`src/rtl/eid_pkg.sv`:
```
package eid_pkg;
  localparam int CFG_W = 6;

  // sense field bit positions
  localparam int SNS_LOW  = 0;
  localparam int SNS_HIGH = 1;
  localparam int SNS_FALL = 2;
  localparam int SNS_RISE = 3;

  // register byte offsets
  localparam int OFS_REQ   = 'h000;
  localparam int OFS_ENCLR = 'h004;
  localparam int OFS_ENSET = 'h008;
  localparam int OFS_STAT  = 'h100;
  localparam int OFS_MON   = 'h104;
  localparam int OFS_CFG   = 'h180;
endpackage

```
`src/rtl/eid_sync.sv`:
```
module eid_sync #(
  parameter int W      = 1,
  parameter int STAGES = 2
) (
  input  logic         clk,
  input  logic         rst,
  input  logic [W-1:0] d,
  output logic [W-1:0] q
);
  logic [W-1:0] stg [STAGES];

  always_ff @(posedge clk) begin
    if (rst) begin
      for (int i = 0; i < STAGES; i++) stg[i] <= '0;
    end else begin
      stg[0] <= d;
      for (int i = 1; i < STAGES; i++) stg[i] <= stg[i-1];
    end
  end

  assign q = stg[STAGES-1];
endmodule

```
`src/rtl/eid_line.sv`:
```
module eid_line
  import eid_pkg::*;
(
  input  logic             clk,
  input  logic             rst,
  input  logic             lvl,
  input  logic             cfg_we,
  input  logic [CFG_W-1:0] cfg_wdata,
  input  logic             clr,
  output logic [CFG_W-1:0] cfg_q,
  output logic             stat_q
);
  logic prev_q;
  logic det;

  always_ff @(posedge clk) begin
    if (rst) begin
      cfg_q  <= '0;
      prev_q <= 1'b0;
      stat_q <= 1'b0;
    end else begin
      if (cfg_we) cfg_q <= cfg_wdata;
      prev_q <= lvl;
      // a new detection wins over a clear in the same cycle
      stat_q <= det | (stat_q & ~clr);
    end
  end

  always_comb begin
    det = (cfg_q[SNS_LOW]  & ~lvl)
        | (cfg_q[SNS_HIGH] &  lvl)
        | (cfg_q[SNS_FALL] &  prev_q & ~lvl)
        | (cfg_q[SNS_RISE] & ~prev_q &  lvl);
  end
endmodule

```
`src/rtl/ext_irq_detect.sv`:
```
module ext_irq_detect
  import eid_pkg::*;
#(
  parameter int NUM_LINES   = 32,
  parameter int ADDR_W      = 12,
  parameter int DATA_W      = 32,
  parameter int SYNC_STAGES = 2
) (
  input  logic                 clk,
  input  logic                 rst,
  input  logic                 bus_sel,
  input  logic                 bus_wr,
  input  logic [ADDR_W-1:0]    bus_addr,
  input  logic [DATA_W-1:0]    bus_wdata,
  output logic [DATA_W-1:0]    bus_rdata,
  output logic                 bus_rvalid,
  input  logic [NUM_LINES-1:0] pin_in,
  output logic [NUM_LINES-1:0] irq_out
);
  localparam int IDX_W = (NUM_LINES > 1) ? $clog2(NUM_LINES) : 1;
  localparam logic [ADDR_W-1:0] A_REQ   = ADDR_W'(OFS_REQ);
  localparam logic [ADDR_W-1:0] A_ENCLR = ADDR_W'(OFS_ENCLR);
  localparam logic [ADDR_W-1:0] A_ENSET = ADDR_W'(OFS_ENSET);
  localparam logic [ADDR_W-1:0] A_STAT  = ADDR_W'(OFS_STAT);
  localparam logic [ADDR_W-1:0] A_MON   = ADDR_W'(OFS_MON);
  localparam logic [ADDR_W-1:0] A_CFG   = ADDR_W'(OFS_CFG);
  localparam logic [ADDR_W-1:0] CFG_SPAN = ADDR_W'(4 * NUM_LINES);

  logic                       wr_en, rd_en;
  logic [ADDR_W-1:0]          cfg_off;
  logic                       cfg_hit;
  logic [IDX_W-1:0]           cfg_idx;
  logic [NUM_LINES-1:0]       wmask;
  logic [NUM_LINES-1:0]       sync_lvl;
  logic [NUM_LINES-1:0]       en_q;
  logic [NUM_LINES-1:0]       stat_q;
  logic [NUM_LINES-1:0]       clr_vec;
  logic [NUM_LINES-1:0]       req;
  logic [CFG_W-1:0]           cfg_arr [NUM_LINES];
  logic [NUM_LINES*CFG_W-1:0] cfg_flat;
  logic [DATA_W-1:0]          rd_mux;

  assign wr_en = bus_sel & bus_wr;
  assign rd_en = bus_sel & ~bus_wr;
  assign wmask = bus_wdata[NUM_LINES-1:0];

  always_comb begin
    cfg_off = bus_addr - A_CFG;
    cfg_hit = (bus_addr >= A_CFG) && (cfg_off < CFG_SPAN) && (cfg_off[1:0] == 2'b00);
    cfg_idx = cfg_off[IDX_W+1:2];
  end

  eid_sync #(.W(NUM_LINES), .STAGES(SYNC_STAGES)) u_sync (
    .clk (clk),
    .rst (rst),
    .d   (pin_in),
    .q   (sync_lvl)
  );

  assign clr_vec = (wr_en && bus_addr == A_STAT) ? wmask : '0;

  for (genvar n = 0; n < NUM_LINES; n++) begin : g_line
    eid_line u_line (
      .clk       (clk),
      .rst       (rst),
      .lvl       (sync_lvl[n]),
      .cfg_we    (wr_en && cfg_hit && (cfg_idx == IDX_W'(n))),
      .cfg_wdata (bus_wdata[CFG_W-1:0]),
      .clr       (clr_vec[n]),
      .cfg_q     (cfg_arr[n]),
      .stat_q    (stat_q[n])
    );
    assign cfg_flat[n*CFG_W +: CFG_W] = cfg_arr[n];
  end

  always_ff @(posedge clk) begin
    if (rst) begin
      en_q <= '0;
    end else if (wr_en && bus_addr == A_ENSET) begin
      en_q <= en_q | wmask;
    end else if (wr_en && bus_addr == A_ENCLR) begin
      en_q <= en_q & ~wmask;
    end
  end

  assign req = stat_q & en_q;

  always_ff @(posedge clk) begin
    if (rst) irq_out <= '0;
    else     irq_out <= req;
  end

  always_comb begin
    rd_mux = '0;
    if (cfg_hit) begin
      rd_mux[CFG_W-1:0] = cfg_arr[cfg_idx];
    end else begin
      case (bus_addr)
        A_REQ:   rd_mux[NUM_LINES-1:0] = req;
        A_ENCLR: rd_mux[NUM_LINES-1:0] = en_q;
        A_STAT:  rd_mux[NUM_LINES-1:0] = stat_q;
        A_MON:   rd_mux[NUM_LINES-1:0] = sync_lvl;
        default: rd_mux = '0;
      endcase
    end
  end

  always_ff @(posedge clk) begin
    if (rst) begin
      bus_rdata  <= '0;
      bus_rvalid <= 1'b0;
    end else begin
      bus_rvalid <= rd_en;
      if (rd_en) bus_rdata <= rd_mux;
    end
  end
endmodule

```
`config.mk`:
```
export PLATFORM = sky130hd
export DESIGN_NAME = ext_irq_detect
export DESIGN_NICKNAME = d
export VERILOG_FILES = /design/src/rtl/eid_pkg.sv /design/src/rtl/eid_sync.sv /design/src/rtl/eid_line.sv /design/src/rtl/ext_irq_detect.sv
export SDC_FILE = /design/constraint.sdc
export NUM_CORES = 1
export LEC_CHECK = 0
export BUFFER_PORTS_ARGS = -buffer_cell sky130_fd_sc_hd__buf_2
export CAP_MARGIN = 20
export CORE_ASPECT_RATIO = 0.7
export CORE_MARGIN = 2
export CORE_UTILIZATION = 40
export CTS_CLUSTER_DIAMETER = 50
export DETAILED_ROUTE_END_ITERATION = 16
export HOLD_SLACK_MARGIN = 0.15
export PLACE_DENSITY = 0.64
export SKIP_LAST_GASP = 1
export SLEW_MARGIN = 20
export SYNTH_ARGS = -nofsm -noshare
export SYNTH_HDL_FRONTEND = slang
export SYNTH_SLANG_ARGS = --single-unit
```
`constraint.sdc`:
```
create_clock -name clk -period 3.3 [get_ports clk]
set_input_delay 0.165 -clock clk [delete_from_list [all_inputs] [get_ports clk]]
set_output_delay 0.165 -clock clk [all_outputs]
set_load 0.02 [all_outputs]
```
* After elaboration in Yosys (flattened, before gate mapping)
Memory sizes are Yosys's and may differ from the RTL's.
Index checks and enable logic that the tools add are counted.
** Cells by class
- Add/sub/neg operators :: 1
- $mul :: 0
- Divide/modulo/power cells :: 0
- $lt $le $gt $ge :: 3
- Equality and inequality tests :: 35
- Shift-type cells :: 0
- Mux-type cells :: 14
- Bitwise logic cells :: 458
- Reduce and logical (&&, ||, !) cells :: 42
** Operator list (count)
- 1-bit AND :: 226
- 32-bit two-way mux :: 5
- 1-bit OR :: 130
- 32-bit case mux with 4 select lines :: 1
- 1-bit NOT :: 97
- 5-bit == test, second input constant :: 16
- 32-bit AND :: 2
- 5-bit by 4-bit == test with 1-bit output, second input constant :: 8
- 1-bit logical AND :: 38
- 32-bit NOT :: 1
- 32-bit OR :: 1
- 6-bit binary-select mux with 5-bit select :: 1
- 26-bit two-way mux :: 1
- 12-bit by 9-bit == test with 1-bit output, second input constant :: 2
- 5-bit by 3-bit == test with 1-bit output, second input constant :: 4
- 6-bit two-way mux :: 3
- 12-bit by 3-bit == test with 1-bit output, second input constant :: 1
- 12-bit by 4-bit == test with 1-bit output, second input constant :: 1
- 12-bit by 9-bit >= comparator with 1-bit output, second input constant :: 1
- 12-bit zero test :: 1
- 12-bit by 8-bit < comparator with 1-bit output, second input constant :: 1
- 12-bit by 9-bit subtractor with 12-bit output, second input constant :: 1
- 5-bit by 2-bit == test with 1-bit output, second input constant :: 2
- 6-bit >= comparator, second input constant :: 1
- 6 further kinds :: 8
** Word-level totals
- Flip-flop bits (word level) :: 353
- Bits in latches :: 0
- RAM bits :: 64
- Bits in read-only memories :: 0
- Input bits :: 80
- Output and inout bits :: 65
- Word-level logic and storage cells :: 654
- Memories kept :: 1
** Memories
- u_sync.stg :: words 2, width 32, rd ports 2, clocked after Yosys merged registers in 0, write ports 2, line eid_sync.sv:10 : logic [W-1:0] stg [STAGES];

* Longest topological paths before layout
- Depth after elaboration :: 6
- Mapped depth :: 8

* By module
Synthesis repeated with hierarchy kept, for this count alone.
** Unflattened totals
- Cell total of the unflattened synthesis :: 1759
- Area, all modules :: 17898.4 sq um
** By module, submodules not included
- eid_line :: times used 32, cells an instance 29, area an instance 299.0 sq um, seq. area each 160.2 sq um
- ext_irq_detect :: times used 1, cells an instance 664, area an instance 6170.9 sq um, seq. area each 1941.9 sq um
- eid_sync :: times used 1, cells an instance 167, area an instance 2158.3 sq um, seq. area each 1281.2 sq um

* Worst setup path after synthesis
OpenSTA, ideal clock, no wires.
- Path kind :: in2reg
- Start :: in bus_addr[3]
- End :: reg bus_rdata[5]
- Library setup time :: 136 ps
- Arrival :: 1711 ps
- Data required time :: 3164 ps
- Slack :: 1453 ps
- Stages on the path :: 6
- Path buffers :: 3
- Cell sequence :: buf_4 buf_6 buf_2 mux4_2 a2111oi_0 o32ai_1
** Between the ends
- Longest elaborated chain between the ends :: 6
- Elaborated cells between the ends (all ways) :: 15
- Those cells by class :: add/sub: 1; order compare: 2; eq/ne: 3; mux: 5; bitwise: 1; reduce/logical: 3
** Ends and longest elaborated chain
- from (decl) :: line ext_irq_detect.sv:13 : input logic [ADDR_W-1:0] bus_addr,
- 12-bit by 9-bit subtractor with 12-bit output :: line ext_irq_detect.sv:48 : cfg_off = bus_addr - A_CFG;
- 5-bit NOT with 6-bit output (not written as such) :: line ext_irq_detect.sv:96 : rd_mux[CFG_W-1:0] = cfg_arr[cfg_idx];
- 6-bit binary-select mux with 5-bit select :: line ext_irq_detect.sv:96
- 6-bit two-way mux (not written as such) (2 in a row) :: line ext_irq_detect.sv:96
- 6-bit two-way mux * :: line ext_irq_detect.sv:95 : if (cfg_hit) begin
- to (signal assigned) :: line ext_irq_detect.sv:114 : if (rd_en) bus_rdata <= rd_mux;
- to (decl) :: line ext_irq_detect.sv:15 : output logic [DATA_W-1:0] bus_rdata,
Mark *: on every way between the ends. The rest lies on a longest branch, timed or not. The select of a mux whose other input is x is not followed.
A chain may end at the register's enable or synchronous reset.

* Final worst setup path
- Start :: in bus_addr[8]
- End :: reg g_line[12].u_line.cfg_q[5]
** Between the ends
- Longest elaborated chain between the ends :: 6
- Elaborated cells between the ends (all ways) :: 7
- Those cells by class :: add/sub: 1; order compare: 2; reduce/logical: 4
** Ends and longest elaborated chain
- 12-bit by 9-bit subtractor with 12-bit output :: line ext_irq_detect.sv:48
- 12-bit by 8-bit < comparator with 1-bit output :: line ext_irq_detect.sv:49 : cfg_hit = (bus_addr >= A_CFG) && (cfg_off < CFG_SPAN) && (cfg_off[1:0] == 2'b00);
- 1-bit logical AND * (2 in a row) :: line ext_irq_detect.sv:49
- 1-bit logical AND * (2 in a row) :: line ext_irq_detect.sv:67 : .cfg_we (wr_en && cfg_hit && (cfg_idx == IDX_W'(n))),
- to (signal assigned) :: line eid_line.sv:22 : if (cfg_we) cfg_q <= cfg_wdata;
- to (decl) :: line eid_line.sv:10 : output logic [CFG_W-1:0] cfg_q,
Mark *: on every way between the ends. The rest lies on a longest branch, timed or not.

==> metrics.yaml <==
outcome: "completed"
dr_total_vias: 14040
grt_usage: 0.2206
synth_top_area_frac: 0.4751
synthCells: 1814
seqPwrFrac: 0.494
gp_congestion: 0.9072
routedWlPerCell_um: 19.55
num_io_pins: 145
setup_viol: 0
yosysWarnings: 0
totalWireLength_mm: 50.92
dp.cells: 2461
first_pass_iters: 7
die-area_um2: 45650
yosysSeqAreaShare: 0.4751
cts-buffers-inserted: 43
rsz0062_at_grt: "false"
grt_overflow_total: 0
viasPerCell: 5.391
arrival_ns: 2.93
synth-main-ff-cell: "dfxtp_1"
cp-startpoint: "bus_addr[8]"
finClkSkew_ns: 0.02009
syn_area_um2: 17570
p_int_uw: 7918
fin_setup_tns_ns: 0
p_sw_frac: 0.2417
dp_hpwl_mm: 34.31
clkSinkCount: 417
synth.area.top_cells: "dfxtp_1 48%, mux2i_1 12%, nor2_1 6.4%"
syn_area_per_cell_um2: 9.687
cap_violations: 0
max_freq_mhz: 400.3
layout-drive-gt1-share: 0.1674
setup.worst_path.end_class: "flop"
required_ns: 3.73
cts.root.buffer_cell: "clkbuf_16"
fin_ws_ns: 0.8021
final_cells: 2604
cts.repair.resized: 0
worst-path-max-fanout: 20
die_x_um: 254.5
synthArstFlopShare: 0
synthesis.nets: 1895
relSlewSlack: 0.3325
hold_class: "input pin to flop"
synth_cell_types: 56
p_leak_uw: 0.009067
rr_startpoint: "g_line[11].u_line.cfg_q[0]$_SDFFE_PP0P_"
grt_pass1_wl_mm: 78.03
cts.path.max_buffers: 3
power.density_cell_area_nw_per_um2: 502.0
pwr-share-comb: 0.057
area.growth.synth_to_final_pct: 18.37
switchingPower_uw: 2524
hold_path_startpoint: "bus_wdata[4]"
final.min_clock_period_ns: 2.498
p_clk_frac: 0.449
initial_core_util: 0.4041
dp_slack_ns: 0.7966
criticalPathCategory: "input pin to flop"
grt_max_degree: 121
critPathLaunchType: "input pin"
antenna_left: 0
fin_crit_sh: 0.7570
fin_util: 0.4784
tightestPinTransition_ns: 0.9989
hold_viol: 0
cts.clk_slew.worst_paths_ns: 0.06
fin_nets: 2054
cts_tree: "built"
core_area_um2: 43480
drv_slew: 0
h-tree-depth: 2
antenna_found_initial: 5
rows: 64
clk_latency_ns: 0.57
die_h_um: 179.4
io_buffers: 144
grt_pass1_vias: 13500
first_iter_violations: 1445
synth_edf_count: 0
peakVddDrop_mv: 0.2891
drc: 0
synth_area_leader_cell: "dfxtp_1"
synth_seq_cells: 417
-- critical path, cell delays in order --
cell	delay [ns]
dlygate4sd3_1	0.58
buf_2	0.24
ha_1	0.19
inv_1	0.08
o31ai_4	0.47
buf_4	0.57
nand4_4	0.32
mux2i_1	0.24
nor2_1	0.06
-- kinds of logic (layout without fill, tap and decap cells) --
logic type                 Yosys count  in the layout  share of synthesized area
AOI/OAI and AO/OA                  338            338                     0.1127
DFF                                417            417                     0.4751
adders and majority gates            1              1                  0.0007119
other                                0              3                          0
and+or+nand+nor                    607            607                     0.1918
buffers and inverters              193            386                    0.04678
muxes                              258            258                     0.1729
-- area by class of cell --
cell class	instances	area [um2]
tap	594	743.2
antenna	3	7.507
fill	4024	22680
clock buffer	59	1206
inverter	68	255.2
timing repair buffer	239	1637
multi-input combinational	1204	8442
sequential	417	8348
clock inverter	20	161.4
-- path summary, 6_finish.rpt --
path	to	slack, ns	cells after the start
worst min-delay path	flop	0.18	3
worst max register to register	bus_rdata[0]$_SDFFE_PP0P_	1.49	4
worst min register to register	u_sync.stg[0][63]$_SDFF_PP0_	0.44	1
worst max-delay path	g_line[12].u_line.cfg_q[5]$_SDFFE_PP0P_	0.80	9
-- timing repair --
item,CTS,global route
endpoints found under the hold margin,122,0
buffers inserted,0,0
hold buffers,61,0
-- power by group through the flow --
| stage | registers (uW) | clock network, uW | logic (uW) |
|---|---|---|---|
| finish | 5150 | 4690 | 598 |
| global route | 5160 | 5010 | 642 |
| CTS | 5150 | 4770 | 591 |
| detailed placement | 5270 | 0 | 534 |
| global placement | 5260 | 0 | 523 |
| floorplan | 5240 | 0 | 354 |
-- sequential cells by signal, indices dropped and copies added (netlist names), named ones only --
signal,count
bus_rvalid,1
g_line.u_line.stat_q,32
g_line.u_line.prev_q,32
u_sync.stg,64
bus_rdata,32
irq_out,32
g_line.u_line.cfg_q,192
-- through the flow --
stage	power, uW	hold slack, ns	instance area, um2
floorplan	5597	0.2932	17570
global placement	5787	0.3745	18810
detailed placement	5799	0.3785	18810
CTS	10510	0.1885	20790
global route	10810	0.2290	20800
finish	10440	0.1798	20800
-- cells in the mapped netlist, types with 27 or more instances --
cell type    n
a211oi_1    42
a21oi_1    156
and3_1      32
buf_2       27
clkbuf_1    86
dfxtp_1    417
inv_1       68
mux2i_1    218
mux4_2      36
nand2_1     94
nand4_4     30
nor2_1     298
nor2b_1    105
o21ai_0     76
-- routing by layer --
layer / track usage / up-vias / routed length [um]
met5: 0 / - / 8
met1: 0.3084 / 6834 / 23230
met4: 0.06642 / 2 / 1170
met2: 0.3420 / 477 / 22610
li1: - / 6640 / -
met3: 0.04752 / 85 / 3902
-- cells in the final DEF, fill, tap and decap left out, types with 18 or more instances in the layout --
master	netlist	routed
nand4_4	30	30
a21oi_1	156	156
mux4_2	36	36
a211oi_1	42	42
dlygate4sd3_1	0	61
dfxtp_1	417	417
nand2_1	94	94
a221oi_1	18	18
o21ai_0	76	76
buf_2	27	142
nor2_1	298	297
clkbuf_16	0	43
inv_1	68	68
nor2b_1	105	105
mux2i_1	218	218
and3_1	32	32
buf_4	3	32
Note: power is estimated with default switching activity, not from simulation.
